### src/rtl/evstack_pkg.sv
package evstack_pkg;

  typedef enum logic [2:0] {
    OPC_PUSH = 3'd0,
    OPC_POP  = 3'd1,
    OPC_ADD  = 3'd2,
    OPC_SUB  = 3'd3,
    OPC_AND  = 3'd4,
    OPC_OR   = 3'd5,
    OPC_NEG  = 3'd6,
    OPC_NONE = 3'd7
  } opc_e;

  typedef enum logic {
    ST_READY = 1'b0,
    ST_FETCH = 1'b1
  } st_e;

  function automatic logic opc_binary(input opc_e op);
    return (op == OPC_ADD) || (op == OPC_SUB) || (op == OPC_AND) || (op == OPC_OR);
  endfunction

endpackage

### src/rtl/evstack_alu.sv
module evstack_alu
  import evstack_pkg::*;
#(
  parameter int DATA_W = 16
) (
  input  opc_e              op,
  input  logic [DATA_W-1:0] below,
  input  logic [DATA_W-1:0] top,
  output logic [DATA_W-1:0] res
);

  function automatic logic [DATA_W-1:0] calc(input opc_e o,
                                             input logic [DATA_W-1:0] a,
                                             input logic [DATA_W-1:0] b);
    case (o)
      OPC_ADD: return a + b;
      OPC_SUB: return a - b;
      OPC_AND: return a & b;
      OPC_OR:  return a | b;
      OPC_NEG: return '0 - b;
      default: return b;
    endcase
  endfunction

  always_comb res = calc(op, below, top);

endmodule

### src/rtl/evstack_store.sv
module evstack_store #(
  parameter int DATA_W = 16,
  parameter int DEPTH  = 16,
  localparam int CNT_W = $clog2(DEPTH + 1),
  localparam int IDX_W = $clog2(DEPTH)
) (
  input  logic              clk,
  input  logic              rst_n,
  input  logic              we,
  input  logic [IDX_W-1:0]  widx,
  input  logic [DATA_W-1:0] wdata,
  input  logic [CNT_W-1:0]  cnt_d,
  output logic [CNT_W-1:0]  cnt,
  output logic [DATA_W-1:0] top,
  output logic [DATA_W-1:0] below
);

  logic [DATA_W-1:0] slot [DEPTH];

  for (genvar g = 0; g < DEPTH; g++) begin : g_slot
    always_ff @(posedge clk) begin
      if (we && (widx == IDX_W'(g))) slot[g] <= wdata;
    end
  end

  always_ff @(posedge clk) begin
    if (!rst_n) cnt <= '0;
    else        cnt <= cnt_d;
  end

  logic [CNT_W-1:0] i_top, i_below;
  always_comb begin
    i_top   = cnt - CNT_W'(1);
    i_below = cnt - CNT_W'(2);
    top     = (cnt >= CNT_W'(1)) ? slot[IDX_W'(i_top)]   : '0;
    below   = (cnt >= CNT_W'(2)) ? slot[IDX_W'(i_below)] : '0;
  end

endmodule

### src/rtl/evstack_unit.sv
module evstack_unit
  import evstack_pkg::*;
#(
  parameter int DATA_W = 16,
  parameter int DEPTH  = 16,
  parameter int ADDR_W = 8,
  localparam int CNT_W = $clog2(DEPTH + 1),
  localparam int IDX_W = $clog2(DEPTH)
) (
  input  logic              clk,
  input  logic              rst_n,
  input  logic              op_valid,
  output logic              op_ready,
  input  logic [2:0]        op_code,
  input  logic [ADDR_W-1:0] op_addr,
  output logic              rd_req,
  output logic [ADDR_W-1:0] rd_addr,
  input  logic              rd_valid,
  input  logic [DATA_W-1:0] rd_data,
  output logic              wr_en,
  output logic [ADDR_W-1:0] wr_addr,
  output logic [DATA_W-1:0] wr_data,
  output logic [CNT_W-1:0]  depth,
  output logic              flag_ovf,
  output logic              flag_unf,
  output logic              flag_zero,
  output logic              flag_neg
);

  st_e               st;
  opc_e              opc;
  logic [CNT_W-1:0]  cnt_q, cnt_d;
  logic [DATA_W-1:0] top_q, below_q, alu_res;
  logic              st_we;
  logic [IDX_W-1:0]  st_widx;
  logic [DATA_W-1:0] st_wdata;

  assign opc      = opc_e'(op_code);
  assign op_ready = (st == ST_READY);
  assign rd_req   = (st == ST_FETCH);
  assign depth    = cnt_q;

  // Named events, also observed by the bound checker
  logic accept, is_full, has1, has2;
  logic ev_fetch, ev_fill, ev_pop, ev_bin, ev_neg, ev_ovf, ev_unf;

  assign accept   = op_valid && op_ready;
  assign is_full  = (cnt_q == CNT_W'(DEPTH));
  assign has1     = (cnt_q >= CNT_W'(1));
  assign has2     = (cnt_q >= CNT_W'(2));
  assign ev_fetch = accept && (opc == OPC_PUSH) && !is_full;
  assign ev_ovf   = accept && (opc == OPC_PUSH) && is_full;
  assign ev_fill  = (st == ST_FETCH) && rd_valid;
  assign ev_pop   = accept && (opc == OPC_POP) && has1;
  assign ev_bin   = accept && opc_binary(opc) && has2;
  assign ev_neg   = accept && (opc == OPC_NEG) && has1;
  assign ev_unf   = accept && ((opc_binary(opc) && !has2) ||
                               (((opc == OPC_POP) || (opc == OPC_NEG)) && !has1));

  evstack_alu #(.DATA_W(DATA_W)) u_alu (
    .op(opc), .below(below_q), .top(top_q), .res(alu_res)
  );

  evstack_store #(.DATA_W(DATA_W), .DEPTH(DEPTH)) u_store (
    .clk(clk), .rst_n(rst_n), .we(st_we), .widx(st_widx), .wdata(st_wdata),
    .cnt_d(cnt_d), .cnt(cnt_q), .top(top_q), .below(below_q)
  );

  always_comb begin
    st_we    = 1'b0;
    st_widx  = '0;
    st_wdata = alu_res;
    cnt_d    = cnt_q;
    if (ev_fill) begin
      st_we    = 1'b1;
      st_widx  = IDX_W'(cnt_q);
      st_wdata = rd_data;
      cnt_d    = cnt_q + CNT_W'(1);
    end else if (ev_bin) begin
      st_we   = 1'b1;
      st_widx = IDX_W'(cnt_q - CNT_W'(2));
      cnt_d   = cnt_q - CNT_W'(1);
    end else if (ev_neg) begin
      st_we   = 1'b1;
      st_widx = IDX_W'(cnt_q - CNT_W'(1));
    end else if (ev_pop) begin
      cnt_d   = cnt_q - CNT_W'(1);
    end
  end

  always_ff @(posedge clk) begin
    if (!rst_n) begin
      st       <= ST_READY;
      rd_addr  <= '0;
      wr_en    <= 1'b0;
      wr_addr  <= '0;
      wr_data  <= '0;
      flag_ovf <= 1'b0;
      flag_unf <= 1'b0;
    end else begin
      wr_en <= ev_pop;
      if (ev_pop) begin
        wr_addr <= op_addr;
        wr_data <= top_q;
      end
      if (ev_fetch) begin
        st      <= ST_FETCH;
        rd_addr <= op_addr;
      end else if (ev_fill) begin
        st <= ST_READY;
      end
      if (ev_ovf) flag_ovf <= 1'b1;
      if (ev_unf) flag_unf <= 1'b1;
    end
  end

  assign flag_zero = has1 && (top_q == '0);
  assign flag_neg  = has1 && top_q[DATA_W-1];

endmodule

### config.mk
export PLATFORM = sky130hd
export DESIGN_NAME = evstack_unit
export DESIGN_NICKNAME = d
export VERILOG_FILES = /design/src/rtl/evstack_pkg.sv /design/src/rtl/evstack_alu.sv /design/src/rtl/evstack_store.sv /design/src/rtl/evstack_unit.sv
export SDC_FILE = /design/constraint.sdc
export NUM_CORES = 1
export LEC_CHECK = 0
export ABC_AREA = 1
export ABC_CLOCK_PERIOD_IN_PS = 6100
export BUFFER_PORTS_ARGS = -buffer_cell sky130_fd_sc_hd__buf_2
export CORE_UTILIZATION = 40
export CTS_CLUSTER_DIAMETER = 200
export CTS_CLUSTER_SIZE = 12
export DETAILED_ROUTE_END_ITERATION = 12
export MAX_ROUTING_LAYER = met4
export PLACE_DENSITY = 0.54
export SETUP_SLACK_MARGIN = 0.15
export SLEW_MARGIN = 10
export SYNTH_ARGS = -nofsm -noshare
export SYNTH_HDL_FRONTEND = slang
export SYNTH_SLANG_ARGS = --single-unit
### constraint.sdc
create_clock -name clk -period 6.1 [get_ports clk]
set_input_delay 0.305 -clock clk [delete_from_list [all_inputs] [get_ports clk]]
set_output_delay 0.305 -clock clk [all_outputs]
set_load 0.02 [all_outputs]
# [Word-level counts from Yosys, hierarchy flattened]
# Memory sizes are Yosys's and may differ from the RTL's.
# Index checks and enable logic that the tools add are counted.
[totals] output_inout_bits=44 rom_bits=0 n_memories=1 register_bits=41 elab_cells=197 latchBits=0 ram_bits=256
[classes] reduce_logical=61 n_mul=0 shift=0 n_lt_le_gt_ge=2 add_sub_neg=6 bitwise_logic=3 div=0 eq_ne=23 mux=93
[memory_table] memory="u_store.slot" depth=16 word_bits=16 rd=2 rd_clocked_by_memory_dff=0 wr=1 line_no="evstack_store.sv:18" source="logic [DATA_W-1:0] slot [DEPTH];"
[ops] operator="16-bit two-way mux" n=18
[ops] operator="16-bit OR reduction" n=15
[ops] operator="16-bit one-hot mux with 5 select lines" n=1
[ops] operator="4-bit two-way mux" n=18
[ops] operator="1-bit two-way mux" n=52
[ops] operator="4-bit equality test, second input constant" n=8
[ops] operator="1-bit logical AND" n=32
[ops] operator="5-bit two-way mux" n=4
[ops] operator="16-bit adder" n=1
[ops] operator="16-bit bitwise AND" n=1
[ops] operator="4-bit by 3-bit equality test with 1-bit output, second input constant" n=4
[ops] operator="16-bit zero test" n=1
[ops] operator="16-bit bitwise OR" n=1
[ops] operator="1-bit by 16-bit subtractor with 16-bit output, first input constant" n=1
[ops] operator="16-bit subtractor" n=1
[ops] operator="3-bit equality test, second input constant" n=3
[ops] operator="4-bit by 2-bit equality test with 1-bit output, second input constant" n=2
[ops] operator="3-bit by 2-bit equality test with 1-bit output, second input constant" n=2
[ops] operator="5-bit by 1-bit adder with 5-bit output, second input constant" n=1
[ops] operator="5-bit equality test, second input constant" n=1
[ops] operator="5-bit by 1-bit >= comparator with 1-bit output, second input constant" n=1
[ops] operator="5-bit by 2-bit >= comparator with 1-bit output, second input constant" n=1
[ops] operator="1-bit logical OR" n=5
[ops] operator="5-bit by 1-bit subtractor with 5-bit output, second input constant" n=1
[ops] operator="11 further kinds" n=13

# [Depth between registers and ports, before layout]
[depth] ltp_word=28 ltp_mapped=38 depth_no_buf=31

# [Modules after synthesis]
# Synthesis repeated with hierarchy kept, for this count alone.
[unflattened] cells_unflattened=2463 area_unflattened_um2=18492.7
[modules_own_cells] module="evstack_store" cells_each=1634 seq_area_each_um2=7787.5 n_inst=1 area_per_inst_um2=13743.2
[modules_own_cells] module="evstack_alu" cells_each=526 seq_area_each_um2=0.0 n_inst=1 area_per_inst_um2=2742.6
[modules_own_cells] module="evstack_unit" cells_each=303 seq_area_each_um2=720.7 n_inst=1 area_per_inst_um2=2006.9

# [Worst setup path after synthesis]
# Ideal clock, no wire load.
[synth_path] path_type="register -> register" start="register u_store.cnt[0]" end="memory u_store.slot[0][4] (data pin)" slack_ps=1038 n_path_buf=9 synth_period_minus_slack_ps=5062 arrival_time_ps=4731 path_stages_with_launch=24 required_time_ps=5770 cell_sequence="dfxtp_1 inv_2 buf_6 buf_4 buf_6 buf_2 buf_2 ha_1 buf_2 buf_2 buf_2 buf_2 a21oi_1 o21ai_0 nand3_1 nand3_1 nand3_1 inv_1 fa_1 o31ai_1 o21ai_0 a21oi_1 nor4_1 o21ai_0"
[synth_via] word_cells_on_any_way=107
[synth_rtl] item="start: declaration" line_no="evstack_store.sv:13" source="output logic [CNT_W-1:0] cnt,"
[synth_rtl] item="start signal: assignment" line_no="evstack_store.sv:28" source="else cnt <= cnt_d;"
[synth_rtl] item="5-bit by 1-bit subtractor with 5-bit output" line_no="evstack_store.sv:33" source="i_top = cnt - CNT_W'(1);"
[synth_rtl] item="memory read 16 x 16 bit"
[synth_rtl] item="16-bit two-way mux (*)" line_no="evstack_store.sv:35" source="top = (cnt >= CNT_W'(1)) ? slot[IDX_W'(i_top)] : '0;"
[synth_rtl] item="named net top_q[1]" line_no="evstack_unit.sv:33" source="logic [DATA_W-1:0] top_q, below_q, alu_res;"
[synth_rtl] item="1-bit by 16-bit subtractor with 16-bit output (tied with other cells)" line_no="evstack_alu.sv:20" source="OPC_NEG: return '0 - b;"
[synth_rtl] item="16-bit one-hot mux with 5 select lines (*)" line_no="evstack_alu.sv:15" source="case (o)"
[synth_rtl] item="16-bit two-way mux (*)" line_no="evstack_unit.sv:74" source="if (ev_fill) begin"
[synth_rtl] item="named net st_wdata[4]" line_no="evstack_unit.sv:36" source="logic [DATA_W-1:0] st_wdata;"
[synth_rtl] item="16-bit two-way mux (no source line) (14 in series)"
[synth_rtl] item="16-bit two-way mux (no source line) (*)"
[synth_rtl] item="end: declaration" line_no="evstack_store.sv:18"
# Mark *: on every way through the listed nets, which the timed path passes. The rest lies on a longest branch.

# [Worst setup path in the final report]
[layout_path] start="register u_store.cnt[0]" end="memory u_store.slot[5][14] (data pin)"
# The elaborated chain is that of the path after synthesis.

==> impl_metrics.csv <==
group,metric,value,unit
logic_synthesis,synth.top_cells.by_area,"sky130_fd_sc_hd__edfxtp_1, sky130_fd_sc_hd__o21ai_0, sky130_fd_sc_hd__nand2_1, sky130_fd_sc_hd__a21oi_1, sky130_fd_sc_hd__nand3_1",
sta,slew_violations,0,
floorplan,boundary_pins,75,
detailed_routing,detailroute.via_count,15000,
hold_path,min_path_cells,3,
global_routing,grt_antenna_before_repair,0,
worst_setup_path,timing.critical_path.cells,"buf_4 -> nand2_2 -> nand2_4 -> xor2_4 -> buf_4 -> nand3_1 -> nand3_1 -> inv_1 -> fa_1 -> o31ai_1 -> inv_1 -> nor2_1 -> nand3_2 -> nand2_1 -> nand3_1 -> nand2_1 -> nand2_1 -> nand3_1 -> nand3_1 -> nand2_1 -> nand2_1",
power_and_ir_drop,ir_drop,0.244,mV
placement,place.gp.congestion,0.961,
logic_synthesis,synth.distinct_cells,50,
floorplan,core.rowCount,75,
clocking,cts_max_path_buffers,3,
logic_synthesis,synth.cell_area,17200,sq um
global_routing,vias_in_the_first_global_route,14100,
logic_synthesis,synth-seq-cells,297,
placement,io_buffers,74,
logic_synthesis,synthesis.nets,2139,
detailed_routing,detail_route.drc_violations,0,
hold_path,worst_hold_path.endpoint,"rd_addr[4]$_SDFFE_PN0P_",
logic_synthesis,async_flop_share,0,%
worst_setup_path,wp_data_required,6.25,ns
sta,hold-worst-slack,0.252,ns
logic_synthesis,synth_xor_area_share,0.669,%
placement,hpwl,37.4,mm
global_routing,grt-ovfl-total,0,
power_and_ir_drop,power_dens_cells,566,nW/um^2
detailed_routing,top_signal_layer_used,"met4",
floorplan,die_ar,43900,sq um
hold_path,timing.hold.worst.start,"rst_n",
sta,layout_min_cycle_time,5.52,ns
worst_setup_path,setup.reg_to_reg.worst_slack,0.58,ns
sta,worst_clock_skew,0.0165,ns
worst_setup_path,critical_path.startpoint_type,"flop",
floorplan,start_util,40.8,%
clocking,cts_buffers,28,
worst_setup_path,path_max_fanout,63,
final_layout,instances_no_fill,2644,
logic_synthesis,synth_mux_area_share,0,%
worst_setup_path,cp_top_family,"simple AND/OR/NAND/NOR gates",
clocking,cts_htree_levels,1,
logic_synthesis,area_fraction_in_compound_gates_after_synthesis,18.6,%
global_routing,grt_first_pass_wirelength,86.2,mm
logic_synthesis,number_of_synthesized_flops_with_an_enable_pin,256,
worst_setup_path,r2r_cells,21,
final_layout,mostFrequentLayoutCells,"sky130_fd_sc_hd__nand2_1, sky130_fd_sc_hd__o21ai_0, sky130_fd_sc_hd__edfxtp_1",
sta,unrepaired_setup_endpoints_after_global_routing,"false",
logic_synthesis,ys_dominant_reg_cell,"sky130_fd_sc_hd__edfxtp_1",
worst_setup_path,worst_setup_path_end_kind,"flop",
hold_path,type_of_the_worst_min_delay_path,"primary input to flop",
worst_setup_path,worst-path-buf-inv,4,
power_and_ir_drop,p_leak,7.70,nW
global_routing,grt_start_max_net_pins,294,
detailed_routing,routed_via_density,5.69,
logic_synthesis,post_synth_and_or_nand_nor_area_fraction,18.6,%
detailed_routing,ant_nets,0,
worst_setup_path,setup.worst_path.class,"flop to flop",
worst_setup_path,cell_with_the_largest_stage_delay_on_the_worst_path,"sky130_fd_sc_hd__dfxtp_4",
logic_synthesis,combinational_family_with_the_most_area_after_synthesis,"compound AO/OA/AOI/OAI gates",
clocking,cts_tree,"yes",
sta,final-setup-viol-count,0,
final_layout,area.growth.synth_to_final,10.1,%
floorplan,floorplan.die.width,209,microns
sta,tightest_slew,1.32,ns
clocking,numClockSinks,297,
detailed_routing,drt_iter0_markers,1848,
final_layout,most_common_library_cell_in_the_layout_ignoring_fill_and_taps,"sky130_fd_sc_hd__nand2_1",
sta,min_period_over_period,90.5,%
sta,report.final.hold_viol_count,0,
final_layout,insertedDiodeCount,0,
detailed_routing,wirelength,56.8,mm
worst_setup_path,crit-reg2reg-launch,"u_store.cnt[0]$_SDFFE_PN0P_",
placement,post-place-cells,2584,
logic_synthesis,yosys_warnings,0,
logic_synthesis,avgSynthCellArea,8.39,sq um
detailed_routing,wl_met2,26.8,mm
sta,worst_slew_margin_rel,12.3,%
clocking,postCtsHoldBufs,8,
sta,fin_tns_setup,0,ns
job,cap_violations,0,
final_layout,drive_above_1_share,9.79,%
detailed_routing,detail_route.first_pass.iterations,8,
logic_synthesis,yosys.area.top_type_share,44.7,%
detailed_routing,met1_length,24.5,mm
clocking,cts.root.buffer_cell,"sky130_fd_sc_hd__clkbuf_16",
logic_synthesis,yosysTopAreaCell,"sky130_fd_sc_hd__edfxtp_1",
floorplan,core,42200,sq um
logic_synthesis,synth-seq-area-share,49.4,%
final_layout,num-nets-final,2170,
floorplan,floorplan.die.height,209,microns
worst_setup_path,crit-reg2reg-capture,"u_store.slot[5][14]$_DFFE_PP_",
clocking,cts.reportedPaths.clkPinSlew,0.07,ns
worst_setup_path,critical_path_max_stage_delay,0.55,ns
detailed_routing,drt-wirelength-per-cell,21.5,microns
status,outcome,"completed",
clocking,postCtsResizedCells,0,
clocking,post_cts_buffers,0,
logic_synthesis,yosys.area_share.adder,4.16,%
sta,maxClockFrequency,0.181,GHz
clocking,clk_latency,0.58,ns
logic_synthesis,syn_inst,2052,
global_routing,gr-usage-all-layers,26.5,%
detailed_routing,met3_length,3.89,mm
worst_setup_path,arrival,5.67,ns
-- per-layer routing --
| layer | track usage (%) | up-vias |
|---|---|---|
| met3 | 2.83 | 105 |
| met5 | - | - |
| met1 | 34.7 | 7188 |
| met2 | 43.4 | 586 |
| met4 | 7.86 | 0 |
| li1 | - | 7169 |
-- worst register-to-register path: cells and delay by family (launching register included) --
kind / cells / cell delay (ns)
AOI/OAI and AO/OA: 1 / 0.45
adders and majority gates: 1 / 0.49
xor gates and xnor gates: 1 / 0.42
DFF: 1 / 0.55
and+or+nand+nor: 14 / 2.05
buffers and inverters: 4 / 1.12
-- synth_stat cells, drive strengths merged, types with 3 or more instances --
master,number
o22ai,32
nand3,191
nor3,10
dfxtp,41
o311ai,10
o21ai,301
nor2,181
nand2,346
nor4,3
inv,216
or2,3
buf,88
xor2,6
a21oi,216
a311oi,5
nand4,5
a211oi,6
edfxtp,256
a221oi,3
and3,7
ha,54
clkbuf,37
a31oi,3
o211ai,14
-- final cells by class --
class                           count  area [sq um]
Clock inverter                      1          5.00
Inverter                          216           813
Clock buffer                       51           808
Fill cell                        4103         23300
Tap cell                          539           674
Sequential cell                   297          8520
Timing Repair Buffer              126           793
Multi-Input combinational cell   1414          7330
-- registers in the layout, indices dropped and copies added, names as in the netlist --
name          count
u_store.slot    256
wr_data          16
rd_addr           8
wr_addr           8
u_store.cnt       5
flag_ovf          1
flag_unf          1
rd_req            1
wr_en             1
-- how the worst max path moves through the flow --
stage          cells after the start  slack (ns)                              to                   startpoint
2_1_floorplan                     23        1.04    u_store.slot[0][4]$_DFFE_PP_  u_store.cnt[0]$_SDFFE_PN0P_
3_3_place_gp                      21        0.78   u_store.slot[9][14]$_DFFE_PP_  u_store.cnt[0]$_SDFFE_PN0P_
3_5_place_dp                      21        0.71  u_store.slot[14][14]$_DFFE_PP_  u_store.cnt[0]$_SDFFE_PN0P_
4_1_cts                           21        0.64  u_store.slot[15][14]$_DFFE_PP_  u_store.cnt[0]$_SDFFE_PN0P_
5_1_grt                           20        0.31   u_store.slot[8][15]$_DFFE_PP_  u_store.cnt[0]$_SDFFE_PN0P_
6_report                          21        0.58   u_store.slot[5][14]$_DFFE_PP_  u_store.cnt[0]$_SDFFE_PN0P_
-- per-stage QoR --
stage | cell area (sq um) | total power, mW | setup slack (ns) | util (%)
after floorplan | 17200 | 7.02 | 1.04 | -
after global placement | 18100 | 8.96 | 0.781 | 42.7
after detailed placement | 18100 | 9.00 | 0.710 | 42.7
after CTS | 18900 | 10.7 | 0.642 | 44.9
after global routing | 18900 | 11.5 | 0.307 | 44.9
final | 18900 | 10.7 | 0.581 | 44.9
-- cells by family after synthesis --
kind of cell    after synthesis
flops                       297
compound gates              601
simple gates                749
xor+xnor                      8
fa+ha+maj                    56
buf+inv                     341
-- power by group --
part           switching, mW  internal, mW  total (mW)
Sequential            0.0851          2.87        2.95
Combinational           4.34          1.77        6.10
Clock                  0.777         0.885        1.66
Total                   5.20          5.52        10.7
(Power assumes the default switching activity.)
